File: config.mk
export PLATFORM = sky130hd
export DESIGN_NAME = rx_ring_mapper
export DESIGN_NICKNAME = d
export VERILOG_FILES = /design/src/rtl/rxr_pkg.sv /design/src/rtl/rxr_cfg_check.sv /design/src/rtl/rxr_addr_map.sv /design/src/rtl/rxr_ptr_ctrl.sv /design/src/rtl/rx_ring_mapper.sv
export SDC_FILE = /design/constraint.sdc
export NUM_CORES = 1
export LEC_CHECK = 0
export ABC_AREA = 1
export BUFFER_PORTS_ARGS = -buffer_cell sky130_fd_sc_hd__buf_2
export CORE_MARGIN = 4
export CORE_UTILIZATION = 60
export CTS_BUF_LIST = sky130_fd_sc_hd__clkbuf_16
export DETAILED_ROUTE_END_ITERATION = 8
export GPL_ROUTABILITY_DRIVEN = 0
export PLACE_DENSITY = 0.88
export SLEW_MARGIN = 20
export SYNTH_ARGS = -nofsm -noshare
export SYNTH_HDL_FRONTEND = slang
export SYNTH_HIERARCHICAL = 1
export SYNTH_SLANG_ARGS = --single-unit
File: constraint.sdc
create_clock -name clk_i -period 10.4 [get_ports clk_i]
set_input_delay 1.56 -clock clk_i [delete_from_list [all_inputs] [get_ports clk_i]]
set_output_delay 1.56 -clock clk_i [all_outputs]
set_load 0.1 [all_outputs]
File: src/rtl/rxr_pkg.sv
`timescale 1ns/1ps
package rxr_pkg;
  localparam int N_EXT = 2;
  typedef enum logic {
    MODE_SEG    = 1'b0,
    MODE_LEGACY = 1'b1
  } ring_mode_e;
endpackage

File: src/rtl/rxr_cfg_check.sv
`timescale 1ns/1ps
module rxr_cfg_check
  import rxr_pkg::*;
#(
  parameter int ADDR_W = 16,
  parameter int LEN_W = 8,
  parameter int PTR_W = 6,
  parameter int TOT_W = 10,
  parameter int MAIN_LEN = 8,
  parameter int MIN_TOTAL = 16,
  parameter int MAX_TOTAL = 64,
  parameter logic [ADDR_W-1:0] BASE_LO = 16'hEC00,
  parameter logic [ADDR_W-1:0] BASE_HI = 16'hFBFC
) (
  input  logic [N_EXT-1:0][ADDR_W-1:0] base_i,
  input  logic [N_EXT-1:0][LEN_W-1:0]  len_i,
  input  logic [PTR_W-1:0]             wr_ptr_i,
  output logic [TOT_W-1:0]             total_o,
  output ring_mode_e                   mode_o
);
  logic [N_EXT-1:0] base_ok;
  logic len_ok, ptr_ok;

  for (genvar g = 0; g < N_EXT; g++) begin : g_base
    assign base_ok[g] = (base_i[g] >= BASE_LO) && (base_i[g] <= BASE_HI);
  end

  always_comb begin
    total_o = TOT_W'(MAIN_LEN);
    for (int k = 0; k < N_EXT; k++) total_o = total_o + TOT_W'(len_i[k]);
  end

  assign len_ok = (total_o >= TOT_W'(MIN_TOTAL)) && (total_o <= TOT_W'(MAX_TOTAL));
  assign ptr_ok = TOT_W'(wr_ptr_i) < total_o;
  assign mode_o = (&base_ok && len_ok && ptr_ok) ? MODE_SEG : MODE_LEGACY;
endmodule

File: src/rtl/rxr_addr_map.sv
`timescale 1ns/1ps
module rxr_addr_map
  import rxr_pkg::*;
#(
  parameter int ADDR_W = 16,
  parameter int LEN_W = 8,
  parameter int PTR_W = 6,
  parameter int MAIN_LEN = 8,
  parameter logic [ADDR_W-1:0] MAIN_BASE = 16'h0F80
) (
  input  logic [PTR_W-1:0]             off_i,
  input  ring_mode_e                   mode_i,
  input  logic [N_EXT-1:0][ADDR_W-1:0] base_i,
  input  logic [N_EXT-1:0][LEN_W-1:0]  len_i,
  output logic [ADDR_W-1:0]            addr_o,
  output logic                         oob_o
);
  localparam int REM_W = ((LEN_W > PTR_W) ? LEN_W : PTR_W) + 1;

  logic [REM_W-1:0] rem;
  logic             hit;

  always_comb begin
    addr_o = '0;
    hit    = 1'b0;
    rem    = REM_W'(off_i);
    if (rem < REM_W'(MAIN_LEN)) begin
      addr_o = MAIN_BASE + ADDR_W'(rem);
      hit    = 1'b1;
    end else begin
      rem = rem - REM_W'(MAIN_LEN);
      for (int k = 0; k < N_EXT; k++) begin
        if (!hit && mode_i == MODE_SEG) begin
          if (rem < REM_W'(len_i[k])) begin
            addr_o = base_i[k] + ADDR_W'(rem);
            hit    = 1'b1;
          end else begin
            rem = rem - REM_W'(len_i[k]);
          end
        end
      end
    end
    oob_o = !hit;
  end
endmodule

File: src/rtl/rxr_ptr_ctrl.sv
`timescale 1ns/1ps
module rxr_ptr_ctrl
  import rxr_pkg::*;
#(
  parameter int PTR_W = 6,
  parameter int TOT_W = 10
) (
  input  logic             clk_i,
  input  logic             rst_ni,
  input  logic             active_i,
  input  logic             load_i,
  input  logic [PTR_W-1:0] load_val_i,
  input  logic             wr_stb_i,
  input  logic             rd_req_i,
  input  ring_mode_e       mode_i,
  input  logic [PTR_W-1:0] half_pos_i,
  input  logic [TOT_W-1:0] total_i,
  output logic [PTR_W-1:0] rd_ptr_o,
  output logic [PTR_W-1:0] wr_ptr_o,
  output logic             empty_o
);
  logic [PTR_W-1:0] rd_q, wr_q, wpos;
  logic [PTR_W:0]   rd_inc, wr_inc;
  logic             rd_adv, wr_adv;

  assign wpos    = (mode_i == MODE_LEGACY) ? half_pos_i : wr_q;
  assign empty_o = (rd_q == wpos);
  assign rd_inc  = {1'b0, rd_q} + 1'b1;
  assign wr_inc  = {1'b0, wr_q} + 1'b1;
  assign rd_adv  = active_i && !load_i && rd_req_i && !empty_o;
  assign wr_adv  = active_i && !load_i && wr_stb_i && (mode_i == MODE_SEG);

  always_ff @(posedge clk_i or negedge rst_ni) begin
    if (!rst_ni) begin
      rd_q <= '0;
      wr_q <= '0;
    end else begin
      if (load_i) rd_q <= load_val_i;
      else if (rd_adv) rd_q <= (TOT_W'(rd_inc) == total_i) ? '0 : rd_inc[PTR_W-1:0];
      if (wr_adv) wr_q <= (TOT_W'(wr_inc) == total_i) ? '0 : wr_inc[PTR_W-1:0];
    end
  end

  assign rd_ptr_o = rd_q;
  assign wr_ptr_o = wr_q;

  p_rd_range_r4: assert property (@(posedge clk_i) disable iff (!rst_ni)
    active_i |-> (TOT_W'(rd_q) < total_i));
  p_wr_range_r3: assert property (@(posedge clk_i) disable iff (!rst_ni)
    (active_i && mode_i == MODE_SEG) |-> (TOT_W'(wr_q) < total_i));
  p_rd_wrap_r4: assert property (@(posedge clk_i) disable iff (!rst_ni)
    (active_i && !load_i && rd_req_i && !empty_o && TOT_W'(rd_q) == total_i - 1'b1)
      |=> (rd_q == '0));
  p_empty_hold_r5: assert property (@(posedge clk_i) disable iff (!rst_ni)
    (active_i && !load_i && empty_o) |=> $stable(rd_q));
  p_load_r10: assert property (@(posedge clk_i) disable iff (!rst_ni)
    load_i |=> (rd_q == $past(load_val_i)));
endmodule

File: src/rtl/rx_ring_mapper.sv
`timescale 1ns/1ps
module rx_ring_mapper
  import rxr_pkg::*;
#(
  parameter int ADDR_W = 16,
  parameter int LEN_W = 8,
  parameter int MAIN_LEN = 8,
  parameter int MIN_TOTAL = 16,
  parameter int MAX_TOTAL = 64,
  parameter logic [ADDR_W-1:0] MAIN_BASE = 16'h0F80,
  parameter logic [ADDR_W-1:0] BASE_LO = 16'hEC00,
  parameter logic [ADDR_W-1:0] BASE_HI = 16'hFBFC
) (
  input  logic              clk_i,
  input  logic              rst_ni,
  input  logic              en_i,
  input  logic              wr_stb_i,
  input  logic              rd_req_i,
  input  logic              legacy_half_i,
  input  logic [ADDR_W-1:0] ext1_base_i,
  input  logic [LEN_W-1:0]  ext1_len_i,
  input  logic [ADDR_W-1:0] ext2_base_i,
  input  logic [LEN_W-1:0]  ext2_len_i,
  output logic [ADDR_W-1:0] rd_addr_o,
  output logic              rd_empty_o,
  output logic              legacy_o,
  output logic              err_o
);
  localparam int PTR_W = $clog2(MAX_TOTAL);
  localparam int TOT_W = LEN_W + 2;
  localparam int HALF  = MAIN_LEN / 2;

  logic [N_EXT-1:0][ADDR_W-1:0] base_in, base_q;
  logic [N_EXT-1:0][LEN_W-1:0]  len_in, len_q;
  logic [TOT_W-1:0] tot_in, tot_q, ring_total;
  ring_mode_e       mode_in, mode_q;
  logic             en_q, err_q, load, empty, oob;
  logic [PTR_W-1:0] rd_ptr, wr_ptr, half_pos, load_val;
  logic [ADDR_W-1:0] map_addr;

  assign base_in  = {ext2_base_i, ext1_base_i};
  assign len_in   = {ext2_len_i, ext1_len_i};
  assign load     = en_i && !en_q;
  assign half_pos = legacy_half_i ? PTR_W'(HALF) : '0;
  assign load_val = (mode_in == MODE_SEG) ? wr_ptr : half_pos;
  assign ring_total = (mode_q == MODE_LEGACY) ? TOT_W'(MAIN_LEN) : tot_q;

  rxr_cfg_check #(
    .ADDR_W(ADDR_W), .LEN_W(LEN_W), .PTR_W(PTR_W), .TOT_W(TOT_W),
    .MAIN_LEN(MAIN_LEN), .MIN_TOTAL(MIN_TOTAL), .MAX_TOTAL(MAX_TOTAL),
    .BASE_LO(BASE_LO), .BASE_HI(BASE_HI)
  ) u_cfg (
    .base_i(base_in), .len_i(len_in), .wr_ptr_i(wr_ptr),
    .total_o(tot_in), .mode_o(mode_in)
  );

  always_ff @(posedge clk_i or negedge rst_ni) begin
    if (!rst_ni) begin
      en_q   <= 1'b0;
      base_q <= '0;
      len_q  <= '0;
      tot_q  <= TOT_W'(MAIN_LEN);
      mode_q <= MODE_LEGACY;
      err_q  <= 1'b0;
    end else begin
      en_q <= en_i;
      if (load) begin
        base_q <= base_in;
        len_q  <= len_in;
        tot_q  <= tot_in;
        mode_q <= mode_in;
      end
      if (en_q && !empty && oob) err_q <= 1'b1;
    end
  end

  rxr_ptr_ctrl #(.PTR_W(PTR_W), .TOT_W(TOT_W)) u_ptr (
    .clk_i(clk_i), .rst_ni(rst_ni), .active_i(en_q), .load_i(load),
    .load_val_i(load_val), .wr_stb_i(wr_stb_i), .rd_req_i(rd_req_i),
    .mode_i(mode_q), .half_pos_i(half_pos), .total_i(ring_total),
    .rd_ptr_o(rd_ptr), .wr_ptr_o(wr_ptr), .empty_o(empty)
  );

  rxr_addr_map #(
    .ADDR_W(ADDR_W), .LEN_W(LEN_W), .PTR_W(PTR_W),
    .MAIN_LEN(MAIN_LEN), .MAIN_BASE(MAIN_BASE)
  ) u_map (
    .off_i(rd_ptr), .mode_i(mode_q), .base_i(base_q), .len_i(len_q),
    .addr_o(map_addr), .oob_o(oob)
  );

  assign rd_empty_o = !en_q || empty;
  assign rd_addr_o  = (rd_empty_o || oob) ? '0 : map_addr;
  assign legacy_o   = (mode_q == MODE_LEGACY);
  assign err_o      = err_q;

  p_seg_len_r6: assert property (@(posedge clk_i) disable iff (!rst_ni)
    (en_q && mode_q == MODE_SEG) |->
      (tot_q >= TOT_W'(MIN_TOTAL) && tot_q <= TOT_W'(MAX_TOTAL)));
  p_seg_base_r7: assert property (@(posedge clk_i) disable iff (!rst_ni)
    (en_q && mode_q == MODE_SEG) |->
      (base_q[0] >= BASE_LO && base_q[0] <= BASE_HI &&
       base_q[1] >= BASE_LO && base_q[1] <= BASE_HI));
  p_legacy_main_r8: assert property (@(posedge clk_i) disable iff (!rst_ni)
    (en_q && mode_q == MODE_LEGACY && !rd_empty_o) |->
      (rd_addr_o >= MAIN_BASE && rd_addr_o < MAIN_BASE + ADDR_W'(MAIN_LEN)));
  p_cfg_hold_r10: assert property (@(posedge clk_i) disable iff (!rst_ni)
    (en_q && en_i) |=> ($stable(mode_q) && $stable(tot_q) && $stable(base_q)));
  p_no_oob_r12: assert property (@(posedge clk_i) disable iff (!rst_ni)
    (en_q && !empty) |-> !oob);
endmodule

# == Yosys cells after proc, flatten, opt, wreduce, memory -nomap -nowiden ==
# Cells that the tools add are included.
# classes
n_bitwise,1
add_sub_neg,9
n_eq_ne,3
muxes,24
magnitude_cmp,10
reduce_logical,23
# op_table
operator,n
two-way mux 16 bit,6
two-way mux 6 bit,6
adder 16 x 9 -> 16 bit,2
greater-or-equal comparator 16 bit (second input constant),2
less-or-equal comparator 16 bit (second input constant),2
two-way mux 9 bit,3
equality test 7 x 10 -> 1 bit,2
< comparator 9 x 8 -> 1 bit,2
adder 6 x 1 -> 7 bit (second input constant),2
logical AND 1 bit,14
adder 12 x 6 -> 13 bit (first input constant),1
adder 10 x 8 -> 10 bit,1
greater-or-equal comparator 10 x 5 -> 1 bit (second input constant),1
less-or-equal comparator 10 x 7 -> 1 bit (second input constant),1
< comparator 6 x 10 -> 1 bit,1
two-way mux 10 bit,1
adder 4 x 8 -> 9 bit (first input constant),1
subtractor 9 x 8 -> 9 bit,1
two-way mux 1 bit,7
subtractor 6 x 4 -> 7 bit (second input constant),1
equality test 6 bit,1
< comparator 6 x 4 -> 1 bit (second input constant),1
logical NOT 1 bit,5
two-way mux 3 bit,1
other kinds (4),5
# word_totals
ff_bits,73

# == Longest topological paths before layout ==
# Gate-level depths: netlist of run 1.
# logic_depth
depth_word,12
ltp_mapped,28
depth_no_buf,27

# == Modules after synthesis ==
# The synthesis of run 1 kept the hierarchy.
# by_module_without_submodules
module,area_each_um2,instances,cells_per_inst
rx_ring_mapper,2688.8,1,335
rxr_addr_map,2342.2,1,395
rxr_ptr_ctrl,1285.0,1,216
rxr_cfg_check,823.3,1,144

# == Worst setup path before layout of run 1 ==
# No wires, ideal clock.
# synth_path
path_type,register to output
from,"reg u_ptr.rd_q[3], in the netlist u_ptr/rd_ptr_o[3]"
to,out rd_addr_o[10]
arrival_ns,5.031
required_time_ns,8.840
setup_slack_ns,3.809
path_buffers,2
path_stages_with_launch,26
cell_sequence,dfrtp_1 > inv_2 > ha_1 > ha_1 > inv_1 > ha_1 > nand2_2 > nor2_4 > nand3_4 > nand3_4 > nand2_4 > clkbuf_1 > o21ai_0 > ha_1 > a21oi_1 > nor2_1 > a211oi_1 > o211ai_2 > clkinv_2 > nand3_4 > nand3_1 > inv_1 > inv_1 > nand3_1 > buf_2 > nor2_1
# synth_between
elab_chain_len,12
elab_cells_between_ends,29
classes_between,add/sub: 5; order compare: 3; eq/ne: 1; mux: 15; reduce/logical: 5
# synth_lines
item,line_no,text
start: declaration,rxr_ptr_ctrl.sv:22,"logic [PTR_W-1:0] rd_q, wr_q, wpos;"
start signal: assignment,rxr_ptr_ctrl.sv:38,if (load_i) rd_q <= load_val_i;
start signal: assignment,rxr_ptr_ctrl.sv:39,else if (rd_adv) rd_q <= (TOT_W'(rd_inc) == total_i) ? '0 : rd_inc[PTR_W-1:0];
subtractor 6 x 4 -> 7 bit,rxr_addr_map.sv:31,rem = rem - REM_W'(MAIN_LEN);
subtractor 9 x 8 -> 9 bit or < comparator 9 x 8 -> 1 bit (tied branches),"rxr_addr_map.sv:38, rxr_addr_map.sv:34",
two-way mux 9 bit or two-way mux 1 bit (tied branches),rxr_addr_map.sv:34,if (rem < REM_W'(len_i[k])) begin
two-way mux 9 bit or two-way mux 1 bit (tied branches),rxr_addr_map.sv:33,if (!hit && mode_i == MODE_SEG) begin
two-way mux 9 bit or two-way mux 1 bit (tied branches),rxr_addr_map.sv:27,if (rem < REM_W'(MAIN_LEN)) begin
< comparator 9 x 8 -> 1 bit or logical NOT 1 bit (tied branches),"rxr_addr_map.sv:34, rxr_addr_map.sv:33",
two-way mux 1 bit or logical AND 1 bit (tied branches),"rxr_addr_map.sv:34, rxr_addr_map.sv:33",
two-way mux 1 bit,rxr_addr_map.sv:33,
two-way mux 1 bit (*),rxr_addr_map.sv:27,
logical NOT 1 bit (*),rxr_addr_map.sv:43,oob_o = !hit;
named net oob,rx_ring_mapper.sv:37,"logic en_q, err_q, load, empty, oob;"
logical OR 1 bit (*),rx_ring_mapper.sv:93,assign rd_addr_o = (rd_empty_o || oob) ? '0 : map_addr;
two-way mux 16 bit (*),rx_ring_mapper.sv:93,
end: declaration,rx_ring_mapper.sv:24,"output logic [ADDR_W-1:0] rd_addr_o,"
# The timed path passes the listed nets; every way through them passes the cells marked *. The select of a mux whose other input is x is not followed.

# == Worst setup path after layout of run 1 ==
# layout_path
from,"reg u_ptr.rd_q[3], in the netlist u_ptr/rd_ptr_o[3]"
to,out rd_addr_o[12]
# The elaborated chain is that of the path after synthesis.

==> flow_summary.html, run 1 <==
<table>
<tr><th>Metric</th><th>Value</th></tr>
<tr><th colspan="2">Setup path</th></tr>
<tr><td>Largest incremental delay on the critical path</td><td>0.49 ns</td></tr>
<tr><td>Critical path startpoint</td><td>u_ptr/rd_ptr_o[3]$_DFFE_PN0P_</td></tr>
<tr><td>Reg2reg start</td><td>u_ptr/rd_ptr_o[3]$_DFFE_PN0P_</td></tr>
<tr><td>Worst setup EP type</td><td>output port</td></tr>
<tr><td>Kind of critical path</td><td>reg -&gt; out</td></tr>
<tr><td>Slowest stage cell, crit path</td><td>sky130_fd_sc_hd__dfrtp_1</td></tr>
<tr><td>R2R Path End</td><td>err_o$_DFFE_PN0P_</td></tr>
<tr><td>Crit path DAT</td><td>5.37 ns</td></tr>
<tr><td>Slack of the worst reg-to-reg path</td><td>6.28 ns</td></tr>
<tr><td>Maximum net fanout on the critical path</td><td>16</td></tr>
<tr><td>Most frequent cell on the critical path</td><td>sky130_fd_sc_hd__ha_1</td></tr>
<tr><td>Series of cell instances along the critical path</td><td>inv_2 &gt; ha_1 &gt; ha_1 &gt; inv_1 &gt; ha_1 &gt; nand2_2 &gt; nor2_4 &gt; nand3_4 &gt; nand3_4 &gt; nand2_4 &gt; o21ai_0 &gt; ha_1 &gt; a21oi_1 &gt; nor2_1 &gt; a211oi_1 &gt; o211ai_2 &gt; clkinv_2 &gt; nand3_4 &gt; nand3_1 &gt; inv_1 &gt; inv_1 &gt; nand3_1 &gt; nor2_1 &gt; buf_2</td></tr>
<tr><td>Startpoint type of the worst setup path</td><td>register</td></tr>
<tr><td>Worst EP required</td><td>8.84 ns</td></tr>
<tr><td>Worst setup path endpoint</td><td>rd_addr_o[12]</td></tr>
<tr><td>Reg2reg path depth</td><td>22</td></tr>
<tr><th colspan="2">Yosys</th></tr>
<tr><td>XOR/XNOR share of the synthesized area</td><td>0.0410</td></tr>
<tr><td>Synthesis-stage register bit count</td><td>73</td></tr>
<tr><td>Fraction of synthesized area in multiplexers</td><td>0</td></tr>
<tr><td>Adder and majority gate portion of the synthesized area</td><td>0.115</td></tr>
<tr><td>Most frequent cell after synthesis</td><td>sky130_fd_sc_hd__nand2_1</td></tr>
<tr><td>Count of flip-flops with a built-in enable after synthesis</td><td>0</td></tr>
<tr><td>Synthesized-area fraction occupied by and/or/nand/nor cells</td><td>0.404</td></tr>
<tr><td>Proportion of netlist area held by the largest area contributor</td><td>0.249</td></tr>
<tr><td>Ys flop type</td><td>sky130_fd_sc_hd__dfrtp_1</td></tr>
<tr><td>Cells taking the most area after synthesis</td><td>sky130_fd_sc_hd__dfrtp_1 25%, sky130_fd_sc_hd__nand2_1 18%, sky130_fd_sc_hd__ha_1 10%</td></tr>
<tr><td>Average footprint of a synthesized cell</td><td>6.55 µm²</td></tr>
<tr><td>Synth area leader</td><td>sky130_fd_sc_hd__dfrtp_1</td></tr>
<tr><td>Seq/Total Area, Yosys</td><td>0.256</td></tr>
<tr><td>Synth Area in Compound Gates</td><td>0.0722</td></tr>
<tr><td>Post-synthesis cell count</td><td>1090</td></tr>
<tr><td>Share of synthesized flip-flops with an asynchronous set or reset</td><td>1.00</td></tr>
<tr><td>Number of library cell types mapped by synthesis</td><td>52</td></tr>
<tr><td>Yosys warns</td><td>6</td></tr>
<tr><td>Synthesized cell area</td><td>7140 µm²</td></tr>
<tr><td>Combinational family with the most area after synthesis</td><td>simple AND/OR/NAND/NOR gates</td></tr>
<tr><td>Most numerous cell types in the synthesized netlist</td><td>341 x sky130_fd_sc_hd__nand2_1, 147 x sky130_fd_sc_hd__inv_1, 127 x sky130_fd_sc_hd__nand3_1</td></tr>
<tr><th colspan="2">Placement</th></tr>
<tr><td>Placed inst area</td><td>7550 µm²</td></tr>
<tr><td>Input/output buffers</td><td>72</td></tr>
<tr><td>Half-perimeter wire length after placement</td><td>13900 µm</td></tr>
<tr><th colspan="2">Detailed routing</th></tr>
<tr><td>DR WL met2</td><td>8590 µm</td></tr>
<tr><td>WL/cell</td><td>14.0 µm</td></tr>
<tr><td>Via count</td><td>7148</td></tr>
<tr><td>Routed met3 length</td><td>1240 µm</td></tr>
<tr><td>DRC Markers</td><td>0</td></tr>
<tr><td>Number of routed nets with antenna violations</td><td>0</td></tr>
<tr><td>Drt pass-1 iters</td><td>7</td></tr>
<tr><td>Routed met1 length</td><td>7820 µm</td></tr>
<tr><td>Wire length reported by the detailed router</td><td>18300 µm</td></tr>
<tr><td>Starting DRC count in detailed routing</td><td>784</td></tr>
<tr><td>Uppermost layer routed</td><td>met4</td></tr>
<tr><td>Detail-routed via count per cell</td><td>5.49</td></tr>
<tr><th colspan="2">Final layout</th></tr>
<tr><td>Antenna diode count</td><td>0</td></tr>
<tr><td>Fraction of layout instances using a drive strength above 1</td><td>0.136</td></tr>
<tr><td>Post-route cell area</td><td>7840 µm²</td></tr>
<tr><td>FF+latch area</td><td>1830 µm²</td></tr>
<tr><td>Area of the multi-input gates</td><td>4540 µm²</td></tr>
<tr><td>Net count reported at finish</td><td>1270</td></tr>
<tr><td>Area growth, synth to finish</td><td>9.80%</td></tr>
<tr><td>Filler Cell Count</td><td>1001</td></tr>
<tr><td>Finished Core Util</td><td>0.681</td></tr>
<tr><th colspan="2">Global route</th></tr>
<tr><td>Global routing usage summed across all routing layers</td><td>0.276</td></tr>
<tr><td>Remaining global-route overflow</td><td>0</td></tr>
<tr><td>Maximum number of pins on one net before global-route repair</td><td>74</td></tr>
<tr><td>Initial antenna violation count</td><td>0</td></tr>
<tr><td>Vias in the first global route</td><td>6471</td></tr>
<tr><td>First-pass GRT wire length</td><td>30300 µm</td></tr>
<tr><th colspan="2">STA</th></tr>
<tr><td>Final number of setup-violating endpoints</td><td>0</td></tr>
<tr><td>Number of slew-limit violations in the final report</td><td>0</td></tr>
<tr><td>Setup repair after global routing missed its margin</td><td>false</td></tr>
<tr><td>Number of hold violations in the final report</td><td>0</td></tr>
<tr><td>Post-Route Skew</td><td>0.00497 ns</td></tr>
<tr><td>Max transition margin</td><td>0.379</td></tr>
<tr><td>Period minus WS final</td><td>6.93 ns</td></tr>
<tr><td>Fmax achieved</td><td>144 MHz</td></tr>
<tr><td>Share of the clock period used by the worst path</td><td>0.667</td></tr>
<tr><td>Summed negative setup slack over all endpoints</td><td>0 ns</td></tr>
<tr><td>Transition time of the tightest slew-check pin</td><td>0.932 ns</td></tr>
<tr><th colspan="2">Clock tree</th></tr>
<tr><td>Clock Tree Buf Depth</td><td>2</td></tr>
<tr><td>Post-CTS Setup Inserts</td><td>0</td></tr>
<tr><td>Sinks on Clock Net</td><td>73</td></tr>
<tr><td>Post-cts sizing count</td><td>0</td></tr>
<tr><td>Cts bufs inserted</td><td>9</td></tr>
<tr><td>Number of H-tree levels</td><td>3</td></tr>
<tr><td>Worst-Skew Late Latency</td><td>0.34 ns</td></tr>
<tr><td>Hold-fix buffers at CTS</td><td>0</td></tr>
<tr><td>CTS root buf</td><td>sky130_fd_sc_hd__clkbuf_16</td></tr>
<tr><td>CTS tree</td><td>built</td></tr>
<tr><td>Clock Pin Slew Worst Setup and Hold Paths</td><td>0.06 ns</td></tr>
<tr><th colspan="2">Die</th></tr>
<tr><td>Boundary Pins</td><td>73</td></tr>
<tr><td>Die Width</td><td>117 µm</td></tr>
<tr><td>Std-Cell Rows</td><td>39</td></tr>
<tr><td>Std-Cell Core Area</td><td>11500 µm²</td></tr>
<tr><td>Starting Density</td><td>0.620</td></tr>
<tr><td>Die footprint</td><td>13700 µm²</td></tr>
<tr><td>Die Y</td><td>117 µm</td></tr>
<tr><th colspan="2">Pwr</th></tr>
<tr><td>PwrDens</td><td>167 nW/µm²</td></tr>
<tr><td>Total power after layout</td><td>1.31 mW</td></tr>
<tr><td>Leak pwr</td><td>4.29 nW</td></tr>
<tr><td>Worst VDD drop</td><td>0.0901 mV</td></tr>
<tr><th colspan="2">Worst hold path</th></tr>
<tr><td>Worst hold path class</td><td>reg -&gt; reg</td></tr>
<tr><th colspan="2">Run</th></tr>
<tr><td># Max-Cap Violations</td><td>0</td></tr>
<tr><th colspan="2">Status</th></tr>
<tr><td>Outcome</td><td>completed</td></tr>
</table>
registers in the layout (all words and copies together) (netlist names):
register        flops
base_q             32
len_q              16
tot_q              10
u_ptr/rd_ptr_o      6
u_ptr/wr_ptr_o      6
en_q                1
err_o               1
legacy_o            1
area by class of cell:
| type | count | area share |
|---|---|---|
| Multi-Input combinational cell | 832 | 0.579 |
| Clock inverter | 7 | 0.00798 |
| Timing Repair Buffer | 76 | 0.0498 |
| Inverter | 161 | 0.0785 |
| Tap cell | 143 | 0.0228 |
| Clock buffer | 9 | 0.0287 |
| Sequential cell | 73 | 0.233 |
report_power, final:
part / internal (mW) / switching, mW
Clock: 0.183 / 0.121
Combinational: 0.210 / 0.404
Sequential: 0.326 / 0.0628
Total: 0.719 / 0.588
critical path: cells and delay by family, from the launching register on:
kind / cells / cell delay (ns)
compound gates: 4 / 0.85
fa+ha+maj: 4 / 1.18
buf+inv: 6 / 0.90
flops: 1 / 0.49
simple gates: 10 / 1.61
layout by cell type (no fill, tap or decap), types with 2 or more instances in the layout:
cell type,synthesis,final
sky130_fd_sc_hd__conb_1,1,6
sky130_fd_sc_hd__o21bai_1,2,2
sky130_fd_sc_hd__nor3_1,3,3
sky130_fd_sc_hd__nand2_1,341,341
sky130_fd_sc_hd__xor2_1,22,22
sky130_fd_sc_hd__o21ai_0,23,23
sky130_fd_sc_hd__dfrtp_1,71,71
sky130_fd_sc_hd__fa_1,4,4
sky130_fd_sc_hd__a21o_1,3,3
sky130_fd_sc_hd__inv_2,8,8
sky130_fd_sc_hd__a21oi_1,45,45
sky130_fd_sc_hd__nand2_4,4,4
sky130_fd_sc_hd__nand3_2,9,9
sky130_fd_sc_hd__clkinv_2,1,2
sky130_fd_sc_hd__nand2_2,14,14
sky130_fd_sc_hd__ha_1,59,59
sky130_fd_sc_hd__clkbuf_16,0,9
sky130_fd_sc_hd__o211ai_1,3,3
sky130_fd_sc_hd__a31o_2,2,2
sky130_fd_sc_hd__nor2_4,6,6
sky130_fd_sc_hd__buf_4,7,4
sky130_fd_sc_hd__dfstp_2,2,2
sky130_fd_sc_hd__o21ai_1,3,3
sky130_fd_sc_hd__nand3_4,4,4
sky130_fd_sc_hd__o21a_1,2,2
sky130_fd_sc_hd__or2_2,4,4
sky130_fd_sc_hd__xnor2_1,7,7
sky130_fd_sc_hd__nand3_1,127,127
sky130_fd_sc_hd__nor2_1,102,102
sky130_fd_sc_hd__buf_2,15,72
sky130_fd_sc_hd__nor2_2,4,4
sky130_fd_sc_hd__nand4_1,14,14
sky130_fd_sc_hd__nand3b_1,3,3
sky130_fd_sc_hd__inv_1,147,148
sky130_fd_sc_hd__a21oi_2,3,3
sky130_fd_sc_hd__clkinv_1,3,5
worst min-delay path by stage:
stage,endpoint,cells past startpoint,start
floorplan,tot_q[3]$_DFFE_PN1P_,2,tot_q[3]$_DFFE_PN1P_
global placement,err_o$_DFFE_PN0P_,2,err_o$_DFFE_PN0P_
detailed placement,len_q[5]$_DFFE_PN0P_,2,len_q[5]$_DFFE_PN0P_
CTS,tot_q[3]$_DFFE_PN1P_,2,tot_q[3]$_DFFE_PN1P_
global route,tot_q[0]$_DFFE_PN0P_,2,tot_q[0]$_DFFE_PN0P_
finish,tot_q[3]$_DFFE_PN1P_,2,tot_q[3]$_DFFE_PN1P_
metrics by stage:
step                hold WS, ns  cells  worst slack [ns]
global placement          0.447   1285              4.26
finish                    0.469   1301              3.47
global route              0.493   1301              3.05
detailed placement        0.458   1285              3.95
floorplan                 0.438   1095              3.81
CTS                       0.472   1301              3.58
routing by layer:
metal / vias to the layer above / track usage
met5: - / 0
met4: 0 / 0.107
met3: 50 / 0.0437
met2: 281 / 0.463
met1: 3242 / 0.359
li1: 3575 / -
kinds of logic (layout without fill, tap and decap cells):
logic type      Yosys count  in the layout
flops                    73             73
xor+xnor                 31             31
compound gates           91             91
simple gates            641            641
buf+inv                 190            253
other cells               1              6
fa+ha+maj                63             63
No activity file was read; power rests on OpenSTA's default activity.
==> inputs of run 2 (changes only) <==
--- a/config.mk
+++ b/config.mk
@@ -8,11 +8,11 @@
 export ABC_AREA = 1
 export BUFFER_PORTS_ARGS = -buffer_cell sky130_fd_sc_hd__buf_2
 export CORE_MARGIN = 4
-export CORE_UTILIZATION = 60
+export CORE_UTILIZATION = 55
 export CTS_BUF_LIST = sky130_fd_sc_hd__clkbuf_16
 export DETAILED_ROUTE_END_ITERATION = 8
 export GPL_ROUTABILITY_DRIVEN = 0
-export PLACE_DENSITY = 0.88
+export PLACE_DENSITY = 0.85
 export SLEW_MARGIN = 20
 export SYNTH_ARGS = -nofsm -noshare
 export SYNTH_HDL_FRONTEND = slang
==> constraint.sdc (replaced) <==
create_clock -name clk_i -period 6 [get_ports clk_i]
set_input_delay 0.9 -clock clk_i [delete_from_list [all_inputs] [get_ports clk_i]]
set_output_delay 0.9 -clock clk_i [all_outputs]
set_load 0.1 [all_outputs]
==> run 2 against run 1 <==
Non-clock buffer count grew 2. Utilization fell by 5.2 points. Wire length is 6.1% higher. Via count is 1.7% higher. Sequential share of layout area decreased by 0.37 points. Clock power grew 63%. Clock skew about the same. Global-route usage down 1.2 points. Sequential power increased by 69%. Critical path type unchanged. Largest cell class unchanged.
==> flow_summary.html, run 2 (synthesized netlist as in run 1, its figures left out) <==
<table>
<tr><th>Metric</th><th>Value</th></tr>
<tr><th colspan="2">Setup path</th></tr>
<tr><td>Worst setup EP type</td><td>output port</td></tr>
<tr><td>Kind of critical path</td><td>reg -&gt; out</td></tr>
<tr><td>Worst EP required</td><td>5.10 ns</td></tr>
<tr><td>Reg2reg path depth</td><td>23</td></tr>
<tr><td>Startpoint type of the worst setup path</td><td>register</td></tr>
<tr><td>Slack of the worst reg-to-reg path</td><td>1.99 ns</td></tr>
<tr><td>R2R Path End</td><td>err_o$_DFFE_PN0P_</td></tr>
<tr><td>Reg2reg start</td><td>u_ptr/rd_ptr_o[3]$_DFFE_PN0P_</td></tr>
<tr><td>Maximum net fanout on the critical path</td><td>13</td></tr>
<tr><td>Crit path DAT</td><td>4.77 ns</td></tr>
<tr><th colspan="2">Detailed routing</th></tr>
<tr><td>Number of routed nets with antenna violations</td><td>0</td></tr>
<tr><td>Starting DRC count in detailed routing</td><td>718</td></tr>
<tr><td>Wire length reported by the detailed router</td><td>19400 µm</td></tr>
<tr><td>DRC Markers</td><td>0</td></tr>
<tr><td>Detail-routed via count per cell</td><td>5.46</td></tr>
<tr><td>Via count</td><td>7271</td></tr>
<tr><td>Drt pass-1 iters</td><td>6</td></tr>
<tr><td>WL/cell</td><td>14.6 µm</td></tr>
<tr><th colspan="2">STA</th></tr>
<tr><td>Transition time of the tightest slew-check pin</td><td>0.942 ns</td></tr>
<tr><td>Max transition margin</td><td>0.372</td></tr>
<tr><td>Number of slew-limit violations in the final report</td><td>0</td></tr>
<tr><td>Post-Route Skew</td><td>0.00517 ns</td></tr>
<tr><td>Final number of setup-violating endpoints</td><td>0</td></tr>
<tr><td>Number of hold violations in the final report</td><td>0</td></tr>
<tr><td>Share of the clock period used by the worst path</td><td>0.945</td></tr>
<tr><td>Fin worst setup slack</td><td>0.329 ns</td></tr>
<tr><td>Period minus WS final</td><td>5.67 ns</td></tr>
<tr><td>Fmax achieved</td><td>176 MHz</td></tr>
<tr><th colspan="2">Final layout</th></tr>
<tr><td>Registers with the most flip-flops</td><td>base_q: 32 flops, len_q: 16 flops, tot_q: 10 flops</td></tr>
<tr><td>Number of flip-flops under the largest register name</td><td>32</td></tr>
<tr><td>Most frequent standard cell in the layout excluding fill and tap cells</td><td>sky130_fd_sc_hd__nand2_1</td></tr>
<tr><td>Fraction of layout instances using a drive strength above 1</td><td>0.143</td></tr>
<tr><td>Area growth, synth to finish</td><td>11.7%</td></tr>
<tr><td>Most frequent cells in the layout</td><td>341 x sky130_fd_sc_hd__nand2_1, 148 x sky130_fd_sc_hd__inv_1, 126 x sky130_fd_sc_hd__nand3_1</td></tr>
<tr><td>Antenna diode count</td><td>0</td></tr>
<tr><td>Net count reported at finish</td><td>1272</td></tr>
<tr><td>Post-route cell area</td><td>7970 µm²</td></tr>
<tr><td>Finished Core Util</td><td>0.629</td></tr>
<tr><td>Largest register by flop count</td><td>base_q</td></tr>
<tr><th colspan="2">Status</th></tr>
<tr><td>Outcome</td><td>completed</td></tr>
<tr><th colspan="2">Die</th></tr>
<tr><td>Die Width</td><td>122 µm</td></tr>
<tr><td>Std-Cell Core Area</td><td>12700 µm²</td></tr>
<tr><td>Boundary Pins</td><td>73</td></tr>
<tr><td>Std-Cell Rows</td><td>41</td></tr>
<tr><td>Starting Density</td><td>0.563</td></tr>
<tr><td>Die footprint</td><td>14900 µm²</td></tr>
<tr><td>Die Y</td><td>122 µm</td></tr>
<tr><th colspan="2">Placement</th></tr>
<tr><td>Post-Place Worst Slack</td><td>0.239 ns</td></tr>
<tr><td>Half-perimeter wire length after placement</td><td>14300 µm</td></tr>
<tr><td>Placed inst area</td><td>7600 µm²</td></tr>
<tr><td>Input/output buffers</td><td>72</td></tr>
<tr><th colspan="2">Pwr</th></tr>
<tr><td>Leak pwr</td><td>4.30 nW</td></tr>
<tr><td>PwrDens</td><td>284 nW/µm²</td></tr>
<tr><td>Worst VDD drop</td><td>0.146 mV</td></tr>
<tr><td>Total power after layout</td><td>2.27 mW</td></tr>
<tr><th colspan="2">Run</th></tr>
<tr><td># Max-Cap Violations</td><td>0</td></tr>
<tr><th colspan="2">Worst hold path</th></tr>
<tr><td>Min-Delay Endpoint</td><td>tot_q[3]$_DFFE_PN1P_</td></tr>
<tr><td>Min-Delay Startpoint</td><td>tot_q[3]$_DFFE_PN1P_</td></tr>
<tr><td>Worst hold path depth</td><td>2</td></tr>
<tr><td>Worst hold path class</td><td>reg -&gt; reg</td></tr>
<tr><th colspan="2">Clock tree</th></tr>
<tr><td>Worst-Skew Late Latency</td><td>0.35 ns</td></tr>
<tr><td>Clock Pin Slew Worst Setup and Hold Paths</td><td>0.06 ns</td></tr>
<tr><td>Post-CTS Setup Inserts</td><td>0</td></tr>
<tr><td>Cts bufs inserted</td><td>9</td></tr>
<tr><td>Number of H-tree levels</td><td>3</td></tr>
<tr><td>CTS root buf</td><td>sky130_fd_sc_hd__clkbuf_16</td></tr>
<tr><td>CTS tree</td><td>built</td></tr>
<tr><td>Sinks on Clock Net</td><td>73</td></tr>
<tr><td>Clock Tree Buf Depth</td><td>2</td></tr>
<tr><th colspan="2">Global route</th></tr>
<tr><td>Initial antenna violation count</td><td>0</td></tr>
<tr><td>Remaining global-route overflow</td><td>0</td></tr>
<tr><td>Vias in the first global route</td><td>6700</td></tr>
<tr><td>Maximum number of pins on one net before global-route repair</td><td>74</td></tr>
<tr><td>Global routing usage summed across all routing layers</td><td>0.265</td></tr>
<tr><td>First-pass GRT wire length</td><td>31900 µm</td></tr>
</table>
run 2: cell types whose count changed in the layout (fill, tap and decap cells not counted), sizes merged:
| cell | before | now |
|---|---|---|
| bufinv | 1 | 0 |
| clkinv | 8 | 9 |
| buf | 76 | 78 |
run 2: timing repair:
item	CTS	global route
cloned	0	0
endpoints found under the setup margin	16	16
gates resized for setup	3	45
hold buffers	0	0
run 2: area by class of cell:
class	count	area, µm²
Fill cell	1158	4700
Multi-Input combinational cell	832	4560
Sequential cell	73	1830
Inverter	161	616
Timing Repair Buffer	78	483
Clock buffer	9	225
Tap cell	172	215
Clock inverter	7	38.8
run 2: worst max-delay path, cell delays in order (launching register included):
cell,delay [ns]
sky130_fd_sc_hd__dfrtp_2,0.44
sky130_fd_sc_hd__inv_2,0.09
sky130_fd_sc_hd__ha_1,0.21
sky130_fd_sc_hd__ha_1,0.30
sky130_fd_sc_hd__inv_1,0.07
sky130_fd_sc_hd__ha_2,0.38
sky130_fd_sc_hd__nand2_2,0.09
sky130_fd_sc_hd__nor2_4,0.13
sky130_fd_sc_hd__nand3_4,0.10
sky130_fd_sc_hd__nand3_4,0.13
sky130_fd_sc_hd__nand2_4,0.12
sky130_fd_sc_hd__o21ai_1,0.29
sky130_fd_sc_hd__inv_1,0.10
sky130_fd_sc_hd__fa_1,0.45
sky130_fd_sc_hd__o21ai_0,0.29
sky130_fd_sc_hd__a31o_2,0.23
sky130_fd_sc_hd__nand2_1,0.05
sky130_fd_sc_hd__a21oi_1,0.15
sky130_fd_sc_hd__xor2_1,0.20
sky130_fd_sc_hd__nand2_1,0.08
sky130_fd_sc_hd__nand3_1,0.07
sky130_fd_sc_hd__inv_1,0.05
sky130_fd_sc_hd__nor2_1,0.15
sky130_fd_sc_hd__buf_6,0.25
run 2: layer usage:
layer | global-route usage | wire (µm) | share of wire | vias to the layer above
li1 | - | - | - | 3578
met3 | 0.0376 | 1400 | 0.072 | 46
met2 | 0.440 | 9100 | 0.47 | 317
met5 | 0 | 0 | 0 | -
met4 | 0.0847 | 513 | 0.026 | 0
met1 | 0.356 | 8380 | 0.43 | 3330
run 2: through the flow:
step	hold WS (ns)	TNS [ns]	cells
final	0.462	0	1332
after global routing	0.487	-0.0196	1332
after CTS	0.464	0	1332
after detailed placement	0.455	0	1316
after global placement	0.448	0	1316
after floorplan	0.438	0	1095
run 2: report_power, final:
group / switching (mW) / total [mW] / internal, mW
sequential: 0.0927 / 0.657 / 0.565
clock: 0.220 / 0.495 / 0.275
combinational: 0.731 / 1.11 / 0.384
total: 1.04 / 2.27 / 1.22
run 2: worst max path at each step:
stage                                        from  slack [ns]  depth (start not counted)            end
finish              u_ptr/rd_ptr_o[3]$_DFFE_PN0P_        0.33                         23   rd_addr_o[8]
global route        u_ptr/rd_ptr_o[3]$_DFFE_PN0P_       -0.02                         25   rd_addr_o[6]
CTS                 u_ptr/rd_ptr_o[3]$_DFFE_PN0P_       0.002                         25  rd_addr_o[13]
detailed placement  u_ptr/rd_ptr_o[3]$_DFFE_PN0P_        0.24                         25   rd_addr_o[8]
global placement    u_ptr/rd_ptr_o[3]$_DFFE_PN0P_        0.52                         24  rd_addr_o[10]
floorplan           u_ptr/rd_ptr_o[3]$_DFFE_PN0P_        0.07                         25  rd_addr_o[10]
